### src/rtl/wtc_pkg.sv
package wtc_pkg;
  typedef enum logic [1:0] {
    ACT_NONE = 2'd0,
    ACT_SET  = 2'd1,
    ACT_CLR  = 2'd2,
    ACT_TGL  = 2'd3
  } act_e;

  // Per-output action set: LSB field is the duty match action.
  typedef struct packed {
    act_e on_sw;
    act_e on_per;
    act_e on_cmp;
  } out_act_t;

  localparam logic [2:0] ADDR_MODE = 3'd0;
  localparam logic [2:0] ADDR_CMPA = 3'd1;
  localparam logic [2:0] ADDR_CMPB = 3'd2;
  localparam logic [2:0] ADDR_PER  = 3'd3;
  localparam logic [2:0] ADDR_CTRL = 3'd4;

  localparam int CTRL_EN  = 0;
  localparam int CTRL_DIS = 1;
  localparam int CTRL_SW  = 2;

  localparam int MODE_W   = 15;
  localparam int SEL_W    = 3;
  localparam int ACT_W    = 6;

  function automatic logic act_apply(act_e a, logic cur);
    case (a)
      ACT_SET: act_apply = 1'b1;
      ACT_CLR: act_apply = 1'b0;
      ACT_TGL: act_apply = ~cur;
      default: act_apply = cur;
    endcase
  endfunction
endpackage

### src/rtl/wtc_prescaler.sv
module wtc_prescaler #(
  parameter int PRE_W   = 7,
  parameter int NUM_DIV = 4
) (
  input  logic       clk,
  input  logic       rst_n,
  input  logic       run,
  input  logic       restart,
  input  logic [2:0] sel,
  input  logic       slow_tick,
  output logic       tick
);
  logic [PRE_W-1:0] pre_q;
  logic [PRE_W-1:0] mask;

  // Divider code k divides by 2^(2k+1).
  always_comb begin
    for (int i = 0; i < PRE_W; i++) begin
      mask[i] = (i <= 2 * int'(sel));
    end
  end

  always_comb begin
    if (!run)
      tick = 1'b0;
    else if (int'(sel) >= NUM_DIV)
      tick = slow_tick;
    else
      tick = ((pre_q & mask) == mask);
  end

  always_ff @(posedge clk or negedge rst_n) begin
    if (!rst_n)
      pre_q <= '0;
    else if (restart)
      pre_q <= '0;
    else if (run)
      pre_q <= pre_q + 1'b1;
  end
endmodule

### src/rtl/wtc_counter.sv
module wtc_counter #(
  parameter int CNT_W = 16
) (
  input  logic             clk,
  input  logic             rst_n,
  input  logic             tick,
  input  logic             restart,
  input  logic [CNT_W-1:0] per_act,
  output logic [CNT_W-1:0] count,
  output logic             ev_per
);
  assign ev_per = tick && (count == per_act);

  always_ff @(posedge clk or negedge rst_n) begin
    if (!rst_n)
      count <= '0;
    else if (restart || ev_per)
      count <= '0;
    else if (tick)
      count <= count + 1'b1;
  end
endmodule

### src/rtl/wtc_out_action.sv
module wtc_out_action
  import wtc_pkg::*;
(
  input  logic     clk,
  input  logic     rst_n,
  input  out_act_t act,
  input  logic     ev_cmp,
  input  logic     ev_per,
  input  logic     sw,
  output logic     lvl
);
  logic lvl_nxt;

  // Trigger over period match over duty match; a period event whose
  // action is none lets the duty action through.
  always_comb begin
    if (sw)
      lvl_nxt = act_apply(act.on_sw, lvl);
    else if (ev_per && act.on_per != ACT_NONE)
      lvl_nxt = act_apply(act.on_per, lvl);
    else if (ev_cmp)
      lvl_nxt = act_apply(act.on_cmp, lvl);
    else
      lvl_nxt = lvl;
  end

  always_ff @(posedge clk or negedge rst_n) begin
    if (!rst_n)
      lvl <= 1'b0;
    else
      lvl <= lvl_nxt;
  end
endmodule

### src/rtl/wtc_channel.sv
module wtc_channel
  import wtc_pkg::*;
#(
  parameter int CNT_W   = 16,  // at least MODE_W so the mode word fits
  parameter int PRE_W   = 7,
  parameter int NUM_DIV = 4
) (
  input  logic             clk,
  input  logic             rst_n,
  input  logic             cfg_we,
  input  logic [2:0]       cfg_addr,
  input  logic [CNT_W-1:0] cfg_wdata,
  input  logic             slow_tick,
  output logic             out_a,
  output logic             out_b,
  output logic [CNT_W-1:0] count
);
  localparam int NOUT = 2;

  logic [MODE_W-1:0] mode_q;
  logic [CNT_W-1:0]  per_sh, per_act;
  logic [CNT_W-1:0]  cmp_sh  [NOUT];
  logic [CNT_W-1:0]  cmp_act [NOUT];
  logic [NOUT-1:0]   ev_cmp;
  logic [NOUT-1:0]   lvl;
  logic              running;
  logic              tick, ev_per;
  logic              ctrl_wr, sw_cmd, en_cmd, dis_cmd, load;

  assign ctrl_wr = cfg_we && (cfg_addr == ADDR_CTRL);
  assign sw_cmd  = ctrl_wr && cfg_wdata[CTRL_SW];
  assign en_cmd  = ctrl_wr && cfg_wdata[CTRL_EN];
  assign dis_cmd = ctrl_wr && cfg_wdata[CTRL_DIS];
  assign load    = sw_cmd || ev_per;

  always_ff @(posedge clk or negedge rst_n) begin
    if (!rst_n)
      running <= 1'b0;
    else if (dis_cmd)
      running <= 1'b0;
    else if (en_cmd)
      running <= 1'b1;
  end

  always_ff @(posedge clk or negedge rst_n) begin
    if (!rst_n)
      mode_q <= '0;
    else if (cfg_we && cfg_addr == ADDR_MODE)
      mode_q <= cfg_wdata[MODE_W-1:0];
  end

  always_ff @(posedge clk or negedge rst_n) begin
    if (!rst_n) begin
      per_sh  <= '0;
      per_act <= '0;
    end else begin
      if (cfg_we && cfg_addr == ADDR_PER)
        per_sh <= cfg_wdata;
      if (load)
        per_act <= per_sh;
    end
  end

  wtc_prescaler #(.PRE_W(PRE_W), .NUM_DIV(NUM_DIV)) u_pre (
    .clk      (clk),
    .rst_n    (rst_n),
    .run      (running),
    .restart  (sw_cmd),
    .sel      (mode_q[SEL_W-1:0]),
    .slow_tick(slow_tick),
    .tick     (tick)
  );

  wtc_counter #(.CNT_W(CNT_W)) u_cnt (
    .clk    (clk),
    .rst_n  (rst_n),
    .tick   (tick),
    .restart(sw_cmd),
    .per_act(per_act),
    .count  (count),
    .ev_per (ev_per)
  );

  for (genvar g = 0; g < NOUT; g++) begin : g_out
    localparam logic [2:0] MY_ADDR = ADDR_CMPA + 3'(g);
    localparam int         ACT_LO  = SEL_W + g * ACT_W;

    always_ff @(posedge clk or negedge rst_n) begin
      if (!rst_n) begin
        cmp_sh[g]  <= '0;
        cmp_act[g] <= '0;
      end else begin
        if (cfg_we && cfg_addr == MY_ADDR)
          cmp_sh[g] <= cfg_wdata;
        if (load)
          cmp_act[g] <= cmp_sh[g];
      end
    end

    assign ev_cmp[g] = tick && (count == cmp_act[g]);

    wtc_out_action u_act (
      .clk   (clk),
      .rst_n (rst_n),
      .act   (out_act_t'(mode_q[ACT_LO +: ACT_W])),
      .ev_cmp(ev_cmp[g]),
      .ev_per(ev_per),
      .sw    (sw_cmd),
      .lvl   (lvl[g])
    );
  end

  assign out_a = lvl[0];
  assign out_b = lvl[1];
endmodule

### config.mk
export PLATFORM = sky130hd
export DESIGN_NAME = wtc_channel
export DESIGN_NICKNAME = d
export VERILOG_FILES = /design/src/rtl/wtc_pkg.sv /design/src/rtl/wtc_prescaler.sv /design/src/rtl/wtc_counter.sv /design/src/rtl/wtc_out_action.sv /design/src/rtl/wtc_channel.sv
export SDC_FILE = /design/constraint.sdc
export NUM_CORES = 1
export LEC_CHECK = 0
export CORE_MARGIN = 1.5
export CORE_UTILIZATION = 63
export CTS_BUF_LIST = sky130_fd_sc_hd__clkbuf_16
export DETAILED_ROUTE_END_ITERATION = 8
export DONT_BUFFER_PORTS = 1
export PLACE_DENSITY = 0.9
export SYNTH_ARGS = -nofsm -noshare
export SYNTH_HDL_FRONTEND = slang
export SYNTH_SLANG_ARGS = --single-unit
### constraint.sdc
create_clock -name clk -period 3.1 [get_ports clk]
set_input_delay 0.155 -clock clk [delete_from_list [all_inputs] [get_ports clk]]
set_output_delay 0.155 -clock clk [all_outputs]
set_load 0.05 [all_outputs]
==> flow_summary.ini, run 1 <==
[run_status]
status = complete, but fails checks
violations = negative hold slack

[detailed_routing]
final_antenna_net_count = 0
drtIter0Drc = 340
drt_first_pass_iters = 4
drc = 0
drt-wirelength-per-cell_microns = 21.94
vias = 3979
vias_per_cell = 6.011
wirelength_mm = 14.52

[die]
die_area_sq_um = 10970
die_w_microns = 104.8
die_h_microns = 104.8
start_util_pct = 65.82
rows = 36
pin_count = 41
core-area_sq_um = 9910

[yosys]
synthFlopType = dfrtp_1
yosys-top-cells-area = dfrtp_1 53%, mux2_2 11%, mux2_4 9.2%, xor2_1 6.4%, xnor2_1 2.8%
ys_top_cells_by_count = 137 x dfrtp_1, 62 x mux2_2, 48 x xor2_1
async_reset_ff_share_pct = 100.0
synth.most_common_cell = dfrtp_1
synth_top_area_share_pct = 52.56
synthesis.nets = 523
synth_cell_types = 44
synth_area_sq_um = 6523
ys_warn_count = 0
synth-seq-cells = 137
seq_area_frac_synth_pct = 52.56
netlist_instances = 491
synth_edf_count = 0
synth_top_area_cell = dfrtp_1
syn_area_per_cell_sq_um = 13.28

[finish]
area_delta_synth_final_pct = 12.95
drive_gt1_share_pct = 30.43
diodes = 0
post-route-util_pct = 74.34
final_cell_area_sq_um = 7367
fin_nets = 551

[power_and_ir_drop]
leakagePower_nw = 3.393
powerDensity_nw_per_um2 = 850.0
vdd_ir_drop_max_v = 0.0005301

[grt]
gr-total-overflow = 0
grt_usage_pct = 28.49
grt_pass1_vias = 4182
grt_antenna_before_repair = 0
grt_pass1_wl_mm = 23.29
grt_start_max_net_pins = 138

[clocking]
insertion_delay_ns = 0.41
root_buffer = clkbuf_16
cts_resized = 0
h-tree-depth = 4
cts.path.max_buffers = 2
cts_inserted_buffers = 17
post_cts.repair.setup_buffers = 0
cts_tree = yes
clk_pin_slew_ns = 0.06
clock-sinks = 137
cts_hold_buf = 17

[worst_setup_path]
startpoint = per_act[0]
path_delay_family = simple AND/OR/NAND/NOR gates
crit_path_start_kind = flip-flop
slowest_stage = dfrtp_1
r2r_end = cmp_act[29]
crit_type = reg -> reg
cp.buffers_inverters = 1
crit_arrival_ns = 3.01
required_ns = 3.39
path_max_fanout = 26
reg2reg_slack_ns = 0.38
crit_cells = 7
crit_chain = xor2_1 > nor4_2 > nand4_2 > or2_1 > nand2b_4 > buf_4 > mux2_1
worstSetupEndpoint = cmp_act[29]
timing.critical_path.slowest_cell_delay_ns = 0.43
r2r_cells = 7
reg2reg_from = per_act[0]
endpoint_kind = flip-flop

[placement]
dp_hpwl_mm = 9.204
io_buffers = 0
postPlaceCellArea_sq_um = 6659
place_congestion = 0.8396

[timing]
finClkSkew_ns = 0.009600
period_needed_ns = 2.717
slew_headroom_pct = 56.31
tns_ns = 0
rsz0062_at_grt = false
fmax_ghz = 0.3680
timing.hold.ws_ns = -0.5615
fin_crit_sh_pct = 87.65
tightest_slew_ns = 0.6553
hold_viol = 137
drv_slew = 0
setup_viol = 0

[flow_run]
maxCapViolCount = 0

[hold_path]
hp-class = in -> async
## through the flow
stage               power (W)  worst slack (ns)  cells
detailed placement   0.004304            0.4566    616
floorplan            0.003923            0.6379    491
finish               0.006262            0.3829    662
CTS                  0.006252            0.4266    662
global placement     0.004207            0.5545    616
global route         0.006536            0.2962    662
## flip-flops by register name, summed over array words and instances, names as in the netlist
register,count
mode_q,15
g_out.u_act.lvl,2
u_pre.pre_q,7
running,1
cmp_act,32
per_sh,16
u_cnt.count,16
per_act,16
cmp_sh,32
## worst min-delay path by stage
stage / end / slack [ns] / cells after the start
after floorplan: cmp_act[0] / -0.14 / 0
after global placement: per_sh[2] / -0.13 / 0
after detailed placement: per_act[8] / -0.13 / 0
after CTS: per_act[8] / -0.58 / 0
after global routing: u_cnt.count[13] / -0.58 / 0
final: per_act[3] / -0.56 / 0
## cells by family after synthesis
kind of cell               count (synthesis)  synth area share (%)
DFF                                      137                 52.56
muxes                                    111                 21.37
adders and majority gates                  9                 1.726
xor gates and xnor gates                  69                 9.265
buffers and inverters                     40                 4.565
AOI/OAI and AO/OA                         25                 2.264
and+or+nand+nor                          100                 8.249
## layer usage
layer | share of wire [%] | up-vias | wire, microns | GRT usage, %
met4 | 2.4 | 0 | 352 | 11.55
li1 | - | 1745 | - | -
met5 | 0 | - | 0 | 0
met1 | 42 | 2054 | 6069 | 37.11
met3 | 7.4 | 35 | 1076 | 9.170
met2 | 48 | 145 | 7024 | 44.30
## power breakdown
group / internal [W] / switching (W) / leakage (nW)
clock: 0.00115 / 0.000711 / 0.260
combinational: 0.000848 / 0.000681 / 1.43
sequential: 0.00234 / 0.000536 / 1.70
total: 0.00433 / 0.00193 / 3.39
## cell usage in the layout, fill, tap and decap left out, types with 4 or more instances in the layout
| cell | count |
|---|---|
| dfrtp_1 | 137 |
| mux2_2 | 62 |
| xor2_1 | 48 |
| mux2_4 | 40 |
| nor2_1 | 29 |
| buf_4 | 24 |
| nand2_1 | 21 |
| xnor2_1 | 21 |
| clkbuf_16 | 17 |
| dlygate4sd3_1 | 17 |
| nand4_1 | 11 |
| o21ai_0 | 11 |
| ha_1 | 9 |
| inv_1 | 8 |
| nand3_1 | 7 |
| nor4_1 | 6 |
| and3_1 | 5 |
| mux2i_1 | 5 |
| a21oi_1 | 5 |
| nor3_1 | 4 |
| nor4_2 | 4 |
| mux2_1 | 4 |
## cell type report
class,instances,area [sq um]
flip-flops and latches,137,3428
clock buffers,17,425.4
repair buffers,42,370.4
clock inverters,12,112.6
fillers,583,2542
multi-input cells,314,2838
well taps,133,166.4
inverters,7,26.28
Power figures use the tool's default switching activity.
==> run 2, diff against run 1 <==
Settings changed: ABC_AREA from default to 1, CELL_PAD_IN_SITES_DETAIL_PLACEMENT from default to 1, CELL_PAD_IN_SITES_GLOBAL_PLACEMENT from default to 1, CORE_MARGIN 1.5 to 5, CORE_UTILIZATION 63 to 48, PLACE_DENSITY 0.9 to 0.91.
==> flow_summary.ini, run 2 <==
[yosys]
seq_area_frac_synth_pct = 52.55
synth.most_common_cell = nand2_1
synthFlopType = dfrtp_1
yosys-top-cells-area = dfrtp_1 53%, nand2_1 17%, o21ai_0 6.3%, inv_1 5.1%, nor2_1 3.0%
synth_top_area_cell = dfrtp_1
ys_warn_count = 0
netlist_instances = 820
async_reset_ff_share_pct = 100.0
synth_top_area_share_pct = 52.55
ys_top_cells_by_count = 295 x nand2_1, 137 x dfrtp_1, 89 x inv_1
synth_area_sq_um = 6524
synth-seq-cells = 137
synth_cell_types = 33
syn_area_per_cell_sq_um = 7.956
synth_edf_count = 0
synthesis.nets = 852

[worst_setup_path]
crit_type = reg -> reg
path_common_cell = nand2_1
crit_arrival_ns = 2.87
reg2reg_slack_ns = 0.58
timing.critical_path.slowest_cell_delay_ns = 0.75
path_max_fanout = 29
path_delay_family = flip-flops
cp.buffers_inverters = 3
required_ns = 3.45
endpoint_kind = flip-flop
slowest_stage = dfrtp_1
crit_chain = inv_2 > nand2_1 > nand2_1 > inv_1 > nor2_1 > nand2_1 > nor2_1 > nand2_1 > o21ai_4 > inv_2 > o21ai_0 > a21oi_1
crit_path_start_kind = flip-flop

[hold_path]
hp-class = in -> async

[detailed_routing]
drt_first_pass_iters = 4
wirelength_mm = 19.21
drt-wirelength-per-cell_microns = 18.57
vias_per_cell = 5.454
final_antenna_net_count = 0
drtIter0Drc = 322
drc = 0
vias = 5639

[run_status]
status = complete, but fails checks
violations = negative hold slack

[timing]
tightest_slew_ns = 0.8888
tns_ns = 0
drv_slew = 0
hold_viol = 137
timing.hold.ws_ns = -0.5865
finClkSkew_ns = 0.009045
rsz0062_at_grt = false
setup_viol = 0
fin_crit_sh_pct = 81.29
period_needed_ns = 2.520
fmax_ghz = 0.3968
slew_headroom_pct = 40.60

[die]
rows = 42
start_util_pct = 49.07
pin_count = 41
core-area_sq_um = 13300
die_h_microns = 126.6
die_area_sq_um = 16020
die_w_microns = 126.6

[power_and_ir_drop]
vdd_ir_drop_max_v = 0.0005474
powerDensity_nw_per_um2 = 843.0
leakagePower_nw = 3.804
power_w = 0.006309

[grt]
grt_pass1_wl_mm = 31.92
grt_usage_pct = 25.33
grt_antenna_before_repair = 0
grt_pass1_vias = 6238
grt_start_max_net_pins = 138
gr-total-overflow = 0

[placement]
dpl.cell_count = 988
io_buffers = 0
dp_hpwl_mm = 13.37
place_congestion = 0.8735

[finish]
final_cell_mix = 295 x nand2_1, 137 x dfrtp_1, 89 x inv_1, 82 x o21ai_0, 53 x nor2_1
fin_nets = 877
fin_cells = 1034
final_common_cell = nand2_1
reg_top3 = cmp_act x32, cmp_sh x32
area_delta_synth_final_pct = 14.71
drive_gt1_share_pct = 7.925
post-route-util_pct = 56.29
diodes = 0
layout.filler_cells = 1609

[clocking]
insertion_delay_ns = 0.44
root_buffer = clkbuf_16
cts_inserted_buffers = 17
clk_pin_slew_ns = 0.06
cts_hold_buf = 14
clock-sinks = 137
cts.path.max_buffers = 2
cts_resized = 0
cts_tree = yes
post_cts.repair.setup_buffers = 0
h-tree-depth = 4

[flow_run]
maxCapViolCount = 0
## run 2: changes by cell type after synthesis, moves of 40 or more
cell	previous run	this run
nand2_1	21	295
inv_1	7	89
xor2_1	48	7
mux2_2	62	0
o21ai_0	11	82
mux2_4	40	0
## run 2: routing by layer
layer,GRT usage (%),vias up,part of all wire (%)
li1,-,2630,-
met1,31.33,2865,42
met2,43.21,111,51
met3,5.675,33,4.5
met4,9.905,0,2.4
met5,0,-,0
## run 2: final timing paths
kind                       cells after the start             end           start
max                                           12  u_cnt.count[3]  u_cnt.count[9]
min                                            0      cmp_sh[14]           rst_n
max reg2reg                                   12  u_cnt.count[3]  u_cnt.count[9]
min reg2reg                                    2       cmp_sh[1]       cmp_sh[1]
max in group asynchronous                      0      cmp_sh[23]           rst_n
min in group clk                               3         running          cfg_we
## run 2: power by group
part | internal, W | switching [W] | total (W)
registers | 0.00221 | 0.000411 | 0.00262
logic | 0.000537 | 0.00101 | 0.00155
clock network | 0.00128 | 0.000853 | 0.00214
total | 0.00403 | 0.00228 | 0.00631
## run 2: per-stage QoR
| step | hold WS (ns) | worst slack (ns) | area [sq um] |
|---|---|---|---|
| 2_1_floorplan | -0.1406 | 1.106 | 6524 |
| 3_3_place_gp | -0.1347 | 0.8222 | 6729 |
| 3_5_place_dp | -0.1350 | 0.6882 | 6729 |
| 4_1_cts | -0.6070 | 0.5874 | 7483 |
| 5_1_grt | -0.6063 | 0.3896 | 7483 |
| 6_report | -0.5865 | 0.5799 | 7483 |
## run 2: cell type report
cell class / instances / area, sq um / area share (%)
clock buffer: 17 / 425.4 / 5.685
clock inverter: 15 / 188.9 / 2.525
inverter: 96 / 360.3 / 4.815
multi-input combinational: 557 / 2555 / 34.14
sequential: 137 / 3428 / 45.81
tap: 176 / 220.2 / 2.943
timing repair buffer: 36 / 305.3 / 4.080
## run 2: cells by family (layout without fill, tap and decap cells)
logic type      count (synthesis)  after routing  share of synthesized area, %
xor+xnor                       17             17                         2.282
fa+ha+maj                       9              9                         1.726
simple gates                  396            396                         24.30
buf+inv                       126            164                         8.401
flops                         137            137                         52.55
compound gates                135            135                         10.74
